## config.mk

```make
export PLATFORM = sky130hd
export DESIGN_NAME = clkgen_pd_sequencer
export DESIGN_NICKNAME = d
export VERILOG_FILES = /design/src/rtl/clkgen_pd_pkg.sv /design/src/rtl/clkgen_pd_sync.sv /design/src/rtl/clkgen_pd_retime.sv /design/src/rtl/clkgen_pd_fsm.sv /design/src/rtl/clkgen_pd_sequencer.sv
export SDC_FILE = /design/constraint.sdc
export NUM_CORES = 1
export LEC_CHECK = 0
export BUFFER_PORTS_ARGS = -buffer_cell sky130_fd_sc_hd__buf_4
export CAP_MARGIN = 25
export CORE_MARGIN = 2
export CORE_UTILIZATION = 45
export DETAILED_ROUTE_END_ITERATION = 12
export GPL_TIMING_DRIVEN = 0
export HOLD_SLACK_MARGIN = 0.15
export PLACE_DENSITY = 0.62
export SLEW_MARGIN = 20
export SYNTH_ARGS = -nofsm -noshare
export SYNTH_HDL_FRONTEND = slang
export SYNTH_SLANG_ARGS = --single-unit
export TNS_END_PERCENT = 20
```

## constraint.sdc

```tcl
create_clock -name clk -period 3.21 [get_ports clk]
set_clock_uncertainty 0.2 [all_clocks]
set_input_delay 0.642 -clock clk [delete_from_list [all_inputs] [get_ports clk]]
set_output_delay 0.642 -clock clk [all_outputs]
set_load 0.05 [all_outputs]
```

## src/rtl/clkgen_pd_pkg.sv

```systemverilog
`timescale 1ns/1ps
package clkgen_pd_pkg;

   typedef enum logic [2:0] {
      PD_RUN       = 3'd0,
      PD_STOP_OUT  = 3'd1,
      PD_VCO_OFF   = 3'd2,
      PD_XTAL_OFF  = 3'd3,
      PD_WAKE_XTAL = 3'd4,
      PD_WAKE_VCO  = 3'd5
   } pd_state_e;

   typedef struct packed {
      logic core_hold;
      logic slow_hold;
      logic vco_en;
      logic osc_en;
   } pd_ctrl_t;

   localparam pd_ctrl_t PD_CTRL_RESET = '{core_hold: 1'b0, slow_hold: 1'b0,
                                          vco_en: 1'b1, osc_en: 1'b1};

   function automatic int unsigned max4(int unsigned a, int unsigned b,
                                        int unsigned c, int unsigned d);
      int unsigned m;
      m = a;
      if (b > m) m = b;
      if (c > m) m = c;
      if (d > m) m = d;
      return m;
   endfunction

endpackage

```

## src/rtl/clkgen_pd_sync.sv

```systemverilog
`timescale 1ns/1ps
module clkgen_pd_sync #(
   parameter int unsigned WIDTH   = 1,
   parameter int unsigned STAGES  = 2,
   parameter logic [WIDTH-1:0] RST_VAL = '1
) (
   input  logic             clk,
   input  logic             rst_n,
   input  logic [WIDTH-1:0] d,
   output logic [WIDTH-1:0] q
);

   generate
      if (STAGES < 2) begin : g_bad_stages
         $error("clkgen_pd_sync: STAGES must be at least 2");
      end
   endgenerate

   logic [STAGES-1:0][WIDTH-1:0] chain_q;

   always_ff @(posedge clk or negedge rst_n) begin
      if (!rst_n) begin
         chain_q <= {STAGES{RST_VAL}};
      end else begin
         chain_q <= {chain_q[STAGES-2:0], d};
      end
   end

   assign q = chain_q[STAGES-1];

endmodule

```

## src/rtl/clkgen_pd_retime.sv

```systemverilog
`timescale 1ns/1ps
module clkgen_pd_retime #(
   parameter int unsigned WIDTH    = 1,
   parameter bit          NEG_EDGE = 1'b1
) (
   input  logic             clk,
   input  logic             rst_n,
   input  logic [WIDTH-1:0] d,
   output logic [WIDTH-1:0] q
);

   generate
      if (NEG_EDGE) begin : g_falling
         logic [WIDTH-1:0] hold_q;
         always_ff @(negedge clk or negedge rst_n) begin
            if (!rst_n) hold_q <= '0;
            else        hold_q <= d;
         end
         assign q = hold_q;
      end else begin : g_direct
         assign q = d;
      end
   endgenerate

endmodule

```

## src/rtl/clkgen_pd_fsm.sv

```systemverilog
`timescale 1ns/1ps
module clkgen_pd_fsm
   import clkgen_pd_pkg::*;
#(
   parameter int unsigned SLOW_DELAY  = 2,
   parameter int unsigned HOLD_CYCLES = 4,
   parameter int unsigned VCO_GAP     = 3,
   parameter int unsigned XTAL_SETTLE = 10,
   parameter int unsigned VCO_SETTLE  = 6
) (
   input  logic     clk,
   input  logic     rst_n,
   input  logic     sleep_req,
   output pd_ctrl_t ctrl_q,
   output logic     running
);

   localparam int unsigned CNT_MAX = max4(HOLD_CYCLES, VCO_GAP, XTAL_SETTLE, VCO_SETTLE);
   localparam int unsigned CNT_W   = $clog2(CNT_MAX + 1);
   localparam logic [CNT_W-1:0] HOLD_LAST = CNT_W'(HOLD_CYCLES - 1);
   localparam logic [CNT_W-1:0] GAP_LAST  = CNT_W'(VCO_GAP - 1);
   localparam logic [CNT_W-1:0] XS_LAST   = CNT_W'(XTAL_SETTLE - 1);
   localparam logic [CNT_W-1:0] VS_LAST   = CNT_W'(VCO_SETTLE - 1);
   localparam logic [CNT_W-1:0] SLOW_AT   = CNT_W'(SLOW_DELAY);

   pd_state_e        state_q, state_d;
   logic [CNT_W-1:0] cnt_q, cnt_d;
   pd_ctrl_t         ctrl_d;

   always_comb begin
      state_d = state_q;
      cnt_d   = cnt_q + 1'b1;
      unique case (state_q)
         PD_RUN: begin
            cnt_d = '0;
            if (sleep_req) state_d = PD_STOP_OUT;
         end
         PD_STOP_OUT: begin
            if (cnt_q == HOLD_LAST) begin
               state_d = PD_VCO_OFF;
               cnt_d   = '0;
            end
         end
         PD_VCO_OFF: begin
            if (cnt_q == GAP_LAST) begin
               state_d = PD_XTAL_OFF;
               cnt_d   = '0;
            end
         end
         PD_XTAL_OFF: begin
            cnt_d = '0;
            if (!sleep_req) state_d = PD_WAKE_XTAL;
         end
         PD_WAKE_XTAL: begin
            if (cnt_q == XS_LAST) begin
               state_d = PD_WAKE_VCO;
               cnt_d   = '0;
            end
         end
         PD_WAKE_VCO: begin
            if (cnt_q == VS_LAST) begin
               state_d = PD_RUN;
               cnt_d   = '0;
            end
         end
         default: begin
            state_d = PD_RUN;
            cnt_d   = '0;
         end
      endcase
   end

   always_comb begin
      ctrl_d.core_hold = (state_d != PD_RUN);
      ctrl_d.slow_hold = (state_d == PD_STOP_OUT) ? (cnt_d >= SLOW_AT)
                                                   : (state_d != PD_RUN);
      ctrl_d.vco_en    = (state_d == PD_RUN) || (state_d == PD_STOP_OUT) ||
                         (state_d == PD_WAKE_VCO);
      ctrl_d.osc_en    = (state_d != PD_XTAL_OFF);
   end

   always_ff @(posedge clk or negedge rst_n) begin
      if (!rst_n) begin
         state_q <= PD_RUN;
         cnt_q   <= '0;
         ctrl_q  <= PD_CTRL_RESET;
      end else begin
         state_q <= state_d;
         cnt_q   <= cnt_d;
         ctrl_q  <= ctrl_d;
      end
   end

   assign running = (state_q == PD_RUN);

endmodule

```

## src/rtl/clkgen_pd_sequencer.sv

```systemverilog
`timescale 1ns/1ps
module clkgen_pd_sequencer
   import clkgen_pd_pkg::*;
#(
   parameter int unsigned SYNC_STAGES = 2,
   parameter int unsigned SLOW_DELAY  = 2,
   parameter int unsigned HOLD_CYCLES = 4,
   parameter int unsigned VCO_GAP     = 3,
   parameter int unsigned XTAL_SETTLE = 10,
   parameter int unsigned VCO_SETTLE  = 6,
   parameter bit          NEG_RETIME  = 1'b1
) (
   input  logic clk,
   input  logic rst_n,
   input  logic pd_n,
   input  logic cpu_stop_n,
   input  logic pci_stop_n,
   output logic core_hold_low,
   output logic slow_hold_low,
   output logic cpu_gate_low,
   output logic pci_gate_low,
   output logic vco_en,
   output logic osc_en
);

   localparam int unsigned N_ASYNC = 3;
   localparam int unsigned N_GATE  = 2;
   localparam int unsigned N_RET   = N_GATE + 1;

   generate
      if (SYNC_STAGES < 2) begin : g_bad_sync
         $error("clkgen_pd_sequencer: SYNC_STAGES must be at least 2");
      end
      if (SLOW_DELAY < 1 || SLOW_DELAY >= HOLD_CYCLES) begin : g_bad_slow
         $error("clkgen_pd_sequencer: need 1 <= SLOW_DELAY < HOLD_CYCLES");
      end
      if (VCO_GAP < 1 || XTAL_SETTLE < 1 || VCO_SETTLE < 1) begin : g_bad_intervals
         $error("clkgen_pd_sequencer: intervals must be at least 1 cycle");
      end
   endgenerate

   logic [N_ASYNC-1:0] async_in, sync_out;
   pd_ctrl_t           ctrl;
   logic               running;
   logic [N_GATE-1:0]  gate_q;
   logic [N_RET-1:0]   ret_in, ret_out;

   assign async_in = {pci_stop_n, cpu_stop_n, pd_n};

   clkgen_pd_sync #(
      .WIDTH   (N_ASYNC),
      .STAGES  (SYNC_STAGES),
      .RST_VAL ({N_ASYNC{1'b1}})
   ) u_sync (
      .clk   (clk),
      .rst_n (rst_n),
      .d     (async_in),
      .q     (sync_out)
   );

   clkgen_pd_fsm #(
      .SLOW_DELAY  (SLOW_DELAY),
      .HOLD_CYCLES (HOLD_CYCLES),
      .VCO_GAP     (VCO_GAP),
      .XTAL_SETTLE (XTAL_SETTLE),
      .VCO_SETTLE  (VCO_SETTLE)
   ) u_fsm (
      .clk       (clk),
      .rst_n     (rst_n),
      .sleep_req (~sync_out[0]),
      .ctrl_q    (ctrl),
      .running   (running)
   );

   // stop gates track their requests only while running, frozen otherwise
   always_ff @(posedge clk or negedge rst_n) begin
      if (!rst_n)       gate_q <= '0;
      else if (running) gate_q <= ~sync_out[N_ASYNC-1:1];
   end

   assign ret_in = {gate_q, ctrl.core_hold};

   clkgen_pd_retime #(
      .WIDTH    (N_RET),
      .NEG_EDGE (NEG_RETIME)
   ) u_retime (
      .clk   (clk),
      .rst_n (rst_n),
      .d     (ret_in),
      .q     (ret_out)
   );

   assign core_hold_low = ret_out[0];
   assign cpu_gate_low  = ret_out[1];
   assign pci_gate_low  = ret_out[2];
   assign slow_hold_low = ctrl.slow_hold;
   assign vco_en        = ctrl.vco_en;
   assign osc_en        = ctrl.osc_en;

endmodule

```

==> results of run 1 <==
==> per-stage QoR <==
stage | instances | util (%) | worst slack (ns)
after floorplan | 84 | - | 0.112
after global placement | 121 | 54.2 | 0.203
after detailed placement | 121 | 54.2 | 0.198
after CTS | 126 | 57.9 | -0.128
after global routing | 126 | 57.9 | -0.148
final | 126 | 57.9 | -0.106
==> where the power goes <==
part	switching (uW)	internal (uW)	total, uW
Combinational	386	268	654
Sequential	51.5	376	428
Clock	80.9	126	207
==> cells in the final DEF, fill, tap and decap left out, types with 2 or more instances in the layout <==
cell type / count
dfrtp_1: 11
nand2b_1: 4
a21oi_1: 3
nand2_1: 7
xor2_1: 3
dfstp_2: 8
nor3_1: 3
dfrtn_1: 3
mux2i_1: 2
clkbuf_4: 3
buf_6: 4
ha_1: 3
buf_4: 9
inv_1: 4
o21ai_0: 3
or3b_4: 2
nor2_1: 8
==> metal layers <==
layer	routed length, um	vias to the layer above	global-route usage [%]
met1	749	305	19.2
li1	-	316	-
met5	0	-	0
met2	665	18	20.4
met4	18	0	4.05
met3	61	4	3.51
==> area by class of cell <==
cell class                 count  area share [%]
multi-input combinational     54            32.5
sequential                    22            47.9
buffer                         4            2.67
timing repair buffer          11            8.24
inverter                       4            1.28
clock buffer                   3            1.93
clock inverter                 1            2.57
tap                           27            2.89
==> what timing repair did <==
action                                  in CTS  in global routing
setup buffers                                0                  0
hold endpoints to repair                    11                  0
resized for setup                            3                  0
endpoints found under the setup margin       3                  3
hold buffers                                 1                  0
==> logic make-up after synthesis <==
logic type	Yosys count	synth area share (%)
compound gates	15	11.5
xor+xnor	4	3.55
fa+ha+maj	3	3.80
buf+inv	8	4.69
flops	22	56.8
mux	2	2.03
simple gates	30	17.6
==> sequential cells by signal, indices dropped and copies added (netlist names) <==
signal / flops
u_sync.chain_q: 3
u_fsm.ctrl_q: 4
gate_q: 2
u_fsm.state_q: 3
u_sync.q: 3
u_retime.q: 3
u_fsm.cnt_q: 4
==> final timing paths <==
| check | end | slack [ns] | depth (start not counted) | start |
|---|---|---|---|---|
| max reg2reg | u_retime.q[1] | 0.86 | 0 | gate_q[0] |
| min in group asynchronous | u_fsm.ctrl_q[2] | 0.55 | 2 | rst_n |
| max | core_hold_low | -0.11 | 1 | u_retime.q[0] |
| max in group asynchronous | u_retime.q[2] | 0.52 | 2 | rst_n |
| min | u_sync.q[2] | 0.16 | 0 | u_sync.chain_q[2] |
| min reg2reg | u_sync.q[2] | 0.16 | 0 | u_sync.chain_q[2] |
==> impl_metrics.tcl, run 1 <==
set metrics [dict create \
    run_status "complete, but fails checks" \
    failing_checks "negative setup slack" \
    ant_nets 0 \
    critical_path_peak_fanout 1 \
    finalSetupTns_ns -0.311 \
    vias 643 \
    unrepaired_setup_endpoints_after_global_routing "yes" \
    synthesis.yosys.warnings 0 \
    floorplan.initialDensity_pct 48.8 \
    drv_cap 0 \
    synth.ff_latch_count 22 \
    crit_slowest_cell "dfrtn_1" \
    cts_buffer_depth 2 \
    postSynth.asyncResetShare_pct 100 \
    die_y_um 50.8 \
    grt_antenna_before_repair 0 \
    synthCells 84 \
    post_synth_most_frequent_cells "dfrtp_1 (11), dfstp_2 (8), nor2_1 (8)" \
    clock_latency_ns 0.30 \
    yosysTopAreaCell "dfrtp_1" \
    die_w_um 50.8 \
    family_with_the_most_delay_on_the_worst_path "flip-flops" \
    htree_levels 1 \
    std_cell_rows 16 \
    hold_viol 0 \
    synth.cell_area_um2 987 \
    ys_dominant_reg_cell "dfrtp_1" \
    power_leakage_uw 0.000519 \
    totalPowerFinal_uw 1290 \
    criticalPathCategory "reg -> out" \
    synth_edf_count 0 \
    antenna_cells 0 \
    post-synth-top-area-fraction_pct 27.9 \
    hp-class "reg -> reg" \
    area_of_the_multi_input_gates_um2 380 \
    placed_instance_area_um2 1100 \
    drt_drc_violations_left 0 \
    ratio_of_total_power_to_cell_area_nw_per_um2 1100 \
    grt_pass1_vias 591 \
    seqCellArea_um2 561 \
    dieArea_um2 2580 \
    io-pin-count 11 \
    timing.critical_path.from_type "flip-flop" \
    setup_ws_ns -0.106 \
    yosysMostFrequentCell "dfrtp_1" \
    wirelength_um 1490 \
    fillCellCount 191 \
    post_drt_via_cell_ratio 5.10 \
    cts_root_buf "clkbuf_4" \
    setup_viol_count_final 3 \
    critical_path.endpoint_type "output pin" \
    number_of_distinct_library_cells_after_synthesis 33 \
    globalRouteTotalUtil_pct 13.5 \
    count_of_buffers_inserted_at_the_top_level_ports 10 \
    tritoncts_num_sinks 22 \
    slew_viol_final 0 \
    number_of_clock_buffers_inserted_by_tritoncts 3 \
    number_of_iterations_in_the_first_detailed_routing_pass 4 \
    grt_pass1_wl_um 2590 \
    grt_start_max_net_pins 23 \
    synth_seq_area_share_pct 56.8 \
    syn_nets 92 \
    cts_tree "done" \
    half_perimeter_wire_length_of_the_detailed_placement_result_um 1100 \
    timing.critical_path.cells "buf_6" \
    gp_congestion 0.710 \
    crit_path_max_incr_delay_ns 0.42 \
    combined_buffer_and_inverter_count_along_the_critical_path 1 \
    synth_area_per_cell_um2 11.8 \
    layout-drive-gt1-share_pct 37.4 \
    slew-limit-headroom_pct 75.9 \
    drt-wirelength-per-cell_um 11.9 \
    drt_iter0_markers 8 \
    worst-endpoint-arrival_ns 2.47 \
    core-area_um2 2020 \
    globalRoute.totalOverflow 0 \
    layout.cell_area.non_filler_um2 1170 \
    num-nets-final 108 \
    areaGrowthSynthToFinish_pct 18.5 \
    synthTopCellsByArea "dfrtp_1 (28%), dfstp_2 (21%), dfrtn_1 (7.6%)" \
    worst_hold_slack_ns 0.163 \
    vdd.ir_drop.worst_v 0.000558 \
    timing.critical_path.required_ns 2.37 \
    clkTransAtPathRegs_ns 0.11 \
    transition_time_at_the_pin_with_the_least_slew_margin_ns 0.358 \
]
Note: power is estimated with default switching activity, not from simulation.
==> inputs of run 2 (changes only) <==
CORE_UTILIZATION = 58   (was 45)
PLACE_DENSITY = 0.77   (was 0.62)
==> run 2 against run 1 <==
  * The flow still finishes with violations (negative setup slack)
  * Cell area shrank 2.6%
  * Register-to-register slack lost 0.03 ns
  * Non-clock buffer count is the same
  * Clock power shrank 29%
  * Total power shrank 4.4%
  * Highest routed layer unchanged
  * Critical path type unchanged
  * Critical endpoint is now pci_gate_low
  * Global-route usage grew 4.4 points
  * Utilization grew 15 points
  * Combinational power is essentially flat
==> impl_metrics.tcl, run 2 (synthesized netlist as in run 1, its figures left out) <==
set metrics [dict create \
    timing.critical_path.from_type "flip-flop" \
    family_with_the_most_delay_on_the_worst_path "flip-flops" \
    std_cell_rows 14 \
    ant_nets 0 \
    worst-endpoint-arrival_ns 2.49 \
    post_drt_via_cell_ratio 5.58 \
    areaGrowthSynthToFinish_pct 15.5 \
    worst_hold_slack_ns 0.163 \
    power_leakage_uw 0.000512 \
    grt_pass1_vias 632 \
    vias 642 \
    io-pin-count 11 \
    drt-wirelength-per-cell_um 13.2 \
    area_of_the_multi_input_gates_um2 380 \
    drt_drc_violations_left 0 \
    number_of_iterations_in_the_first_detailed_routing_pass 4 \
    setup_ws_ns -0.120 \
    globalRouteTotalUtil_pct 17.9 \
    criticalPathCategory "reg -> out" \
    core-area_um2 1560 \
    ratio_of_total_power_to_cell_area_nw_per_um2 1080 \
    combined_buffer_and_inverter_count_along_the_critical_path 1 \
    seqCellArea_um2 561 \
    htree_levels 1 \
    grt_antenna_before_repair 0 \
    num-nets-final 108 \
    critical_path_peak_fanout 1 \
    floorplan.initialDensity_pct 63.3 \
    number_of_clock_buffers_inserted_by_tritoncts 3 \
    most_frequent_cells_in_the_layout "dfrtp_1 (11), buf_4 (9), nor2_1 (8), dfstp_2 (8), nand2_1 (7)" \
    min_from "u_sync.chain_q[0]" \
    setup_viol_count_final 3 \
    globalRoute.totalOverflow 0 \
    layout.cell_area.non_filler_um2 1140 \
    cts_root_buf "clkbuf_4" \
    critical_path.endpoint_type "output pin" \
    count_of_buffers_inserted_at_the_top_level_ports 10 \
    r2r_start "gate_q[0]" \
    half_perimeter_wire_length_of_the_detailed_placement_result_um 1150 \
    drt_iter0_markers 19 \
    largest_regs "u_fsm.cnt_q x4, u_fsm.ctrl_q x4" \
    hold_viol 0 \
    antenna_cells 0 \
    wirelength_um 1520 \
    number_of_cells_on_the_worst_reg_to_reg_path 0 \
    critical_path.reg2reg.endpoint "u_retime.q[1]" \
    clock_latency_ns 0.30 \
    gp_congestion 0.756 \
    crit_slowest_cell "dfrtn_1" \
    reg2reg_setup_slack_ns 0.83 \
    tritoncts_num_sinks 22 \
    transition_time_at_the_pin_with_the_least_slew_margin_ns 0.368 \
    vdd.ir_drop.worst_v 0.000673 \
    layout-drive-gt1-share_pct 37.4 \
    die_y_um 45.3 \
    unrepaired_setup_endpoints_after_global_routing "yes" \
    drv_cap 0 \
    slew_viol_final 0 \
    failing_checks "negative setup slack" \
    hp-class "reg -> reg" \
    dieArea_um2 2050 \
    grt_start_max_net_pins 23 \
    timing.critical_path.cells "buf_6" \
    worstHoldPathCells 0 \
    fillCellCount 109 \
    cts_setup_buffers 0 \
    clkTransAtPathRegs_ns 0.11 \
    die_w_um 45.3 \
    timing.critical_path.required_ns 2.37 \
    grt_pass1_wl_um 2590 \
    cts_buffer_depth 2 \
    holdPathEnd "u_sync.q[0]" \
    cts_tree "done" \
    layout_commonest_cell "dfrtp_1" \
    run_status "complete, but fails checks" \
    crit_path_max_incr_delay_ns 0.43 \
    placed_instance_area_um2 1080 \
    slew-limit-headroom_pct 75.3 \
]
## run 2: timing repair
item | 4_1_cts | 5_1_grt
resized for setup | 3 | 0
hold endpoints to repair | 11 | 0
hold buffers | 1 | 0
endpoints found under the setup margin | 3 | 3
## run 2: stage by stage
step	util, %	setup slack, ns	total power, uW	setup TNS, ns	instances
3_5_place_dp	69.4	0.184	1080	0	110
2_1_floorplan	-	0.112	930	0	84
6_report	73.1	-0.120	1230	-0.317	115
3_3_place_gp	69.4	0.204	1050	0	110
4_1_cts	73.1	-0.135	1240	-0.347	115
5_1_grt	73.1	-0.149	1320	-0.405	115
## run 2: worst max path at each step
stage | startpoint | end | slack (ns) | depth (start not counted)
detailed placement | u_retime.q[2] | pci_gate_low | 0.18 | 1
CTS | u_retime.q[2] | pci_gate_low | -0.14 | 1
global route | u_retime.q[2] | pci_gate_low | -0.15 | 1
global placement | u_retime.q[0] | core_hold_low | 0.20 | 1
finish | u_retime.q[2] | pci_gate_low | -0.12 | 1
floorplan | u_retime.q[0] | core_hold_low | 0.11 | 0
## run 2: cell type report
cell class / instances / share of cell area, %
inverter: 4 / 1.32
timing repair buffer: 11 / 8.45
buffer: 4 / 2.74
multi-input combinational: 54 / 33.4
clock buffer: 4 / 3.18
sequential: 22 / 49.2
tap: 16 / 1.76
## run 2: power by group
part           internal [uW]  switching, uW
sequential               376           55.2
combinational            267            388
clock                   69.1           76.6
## run 2: per-layer routing
metal / up-vias / track usage (%) / part of all wire (%)
met3: 2 / 3.60 / 5.4
met5: - / 0 / 0
met2: 23 / 30.9 / 50
met1: 299 / 21.5 / 43
met4: 0 / 7.65 / 0.92
li1: 318 / - / -
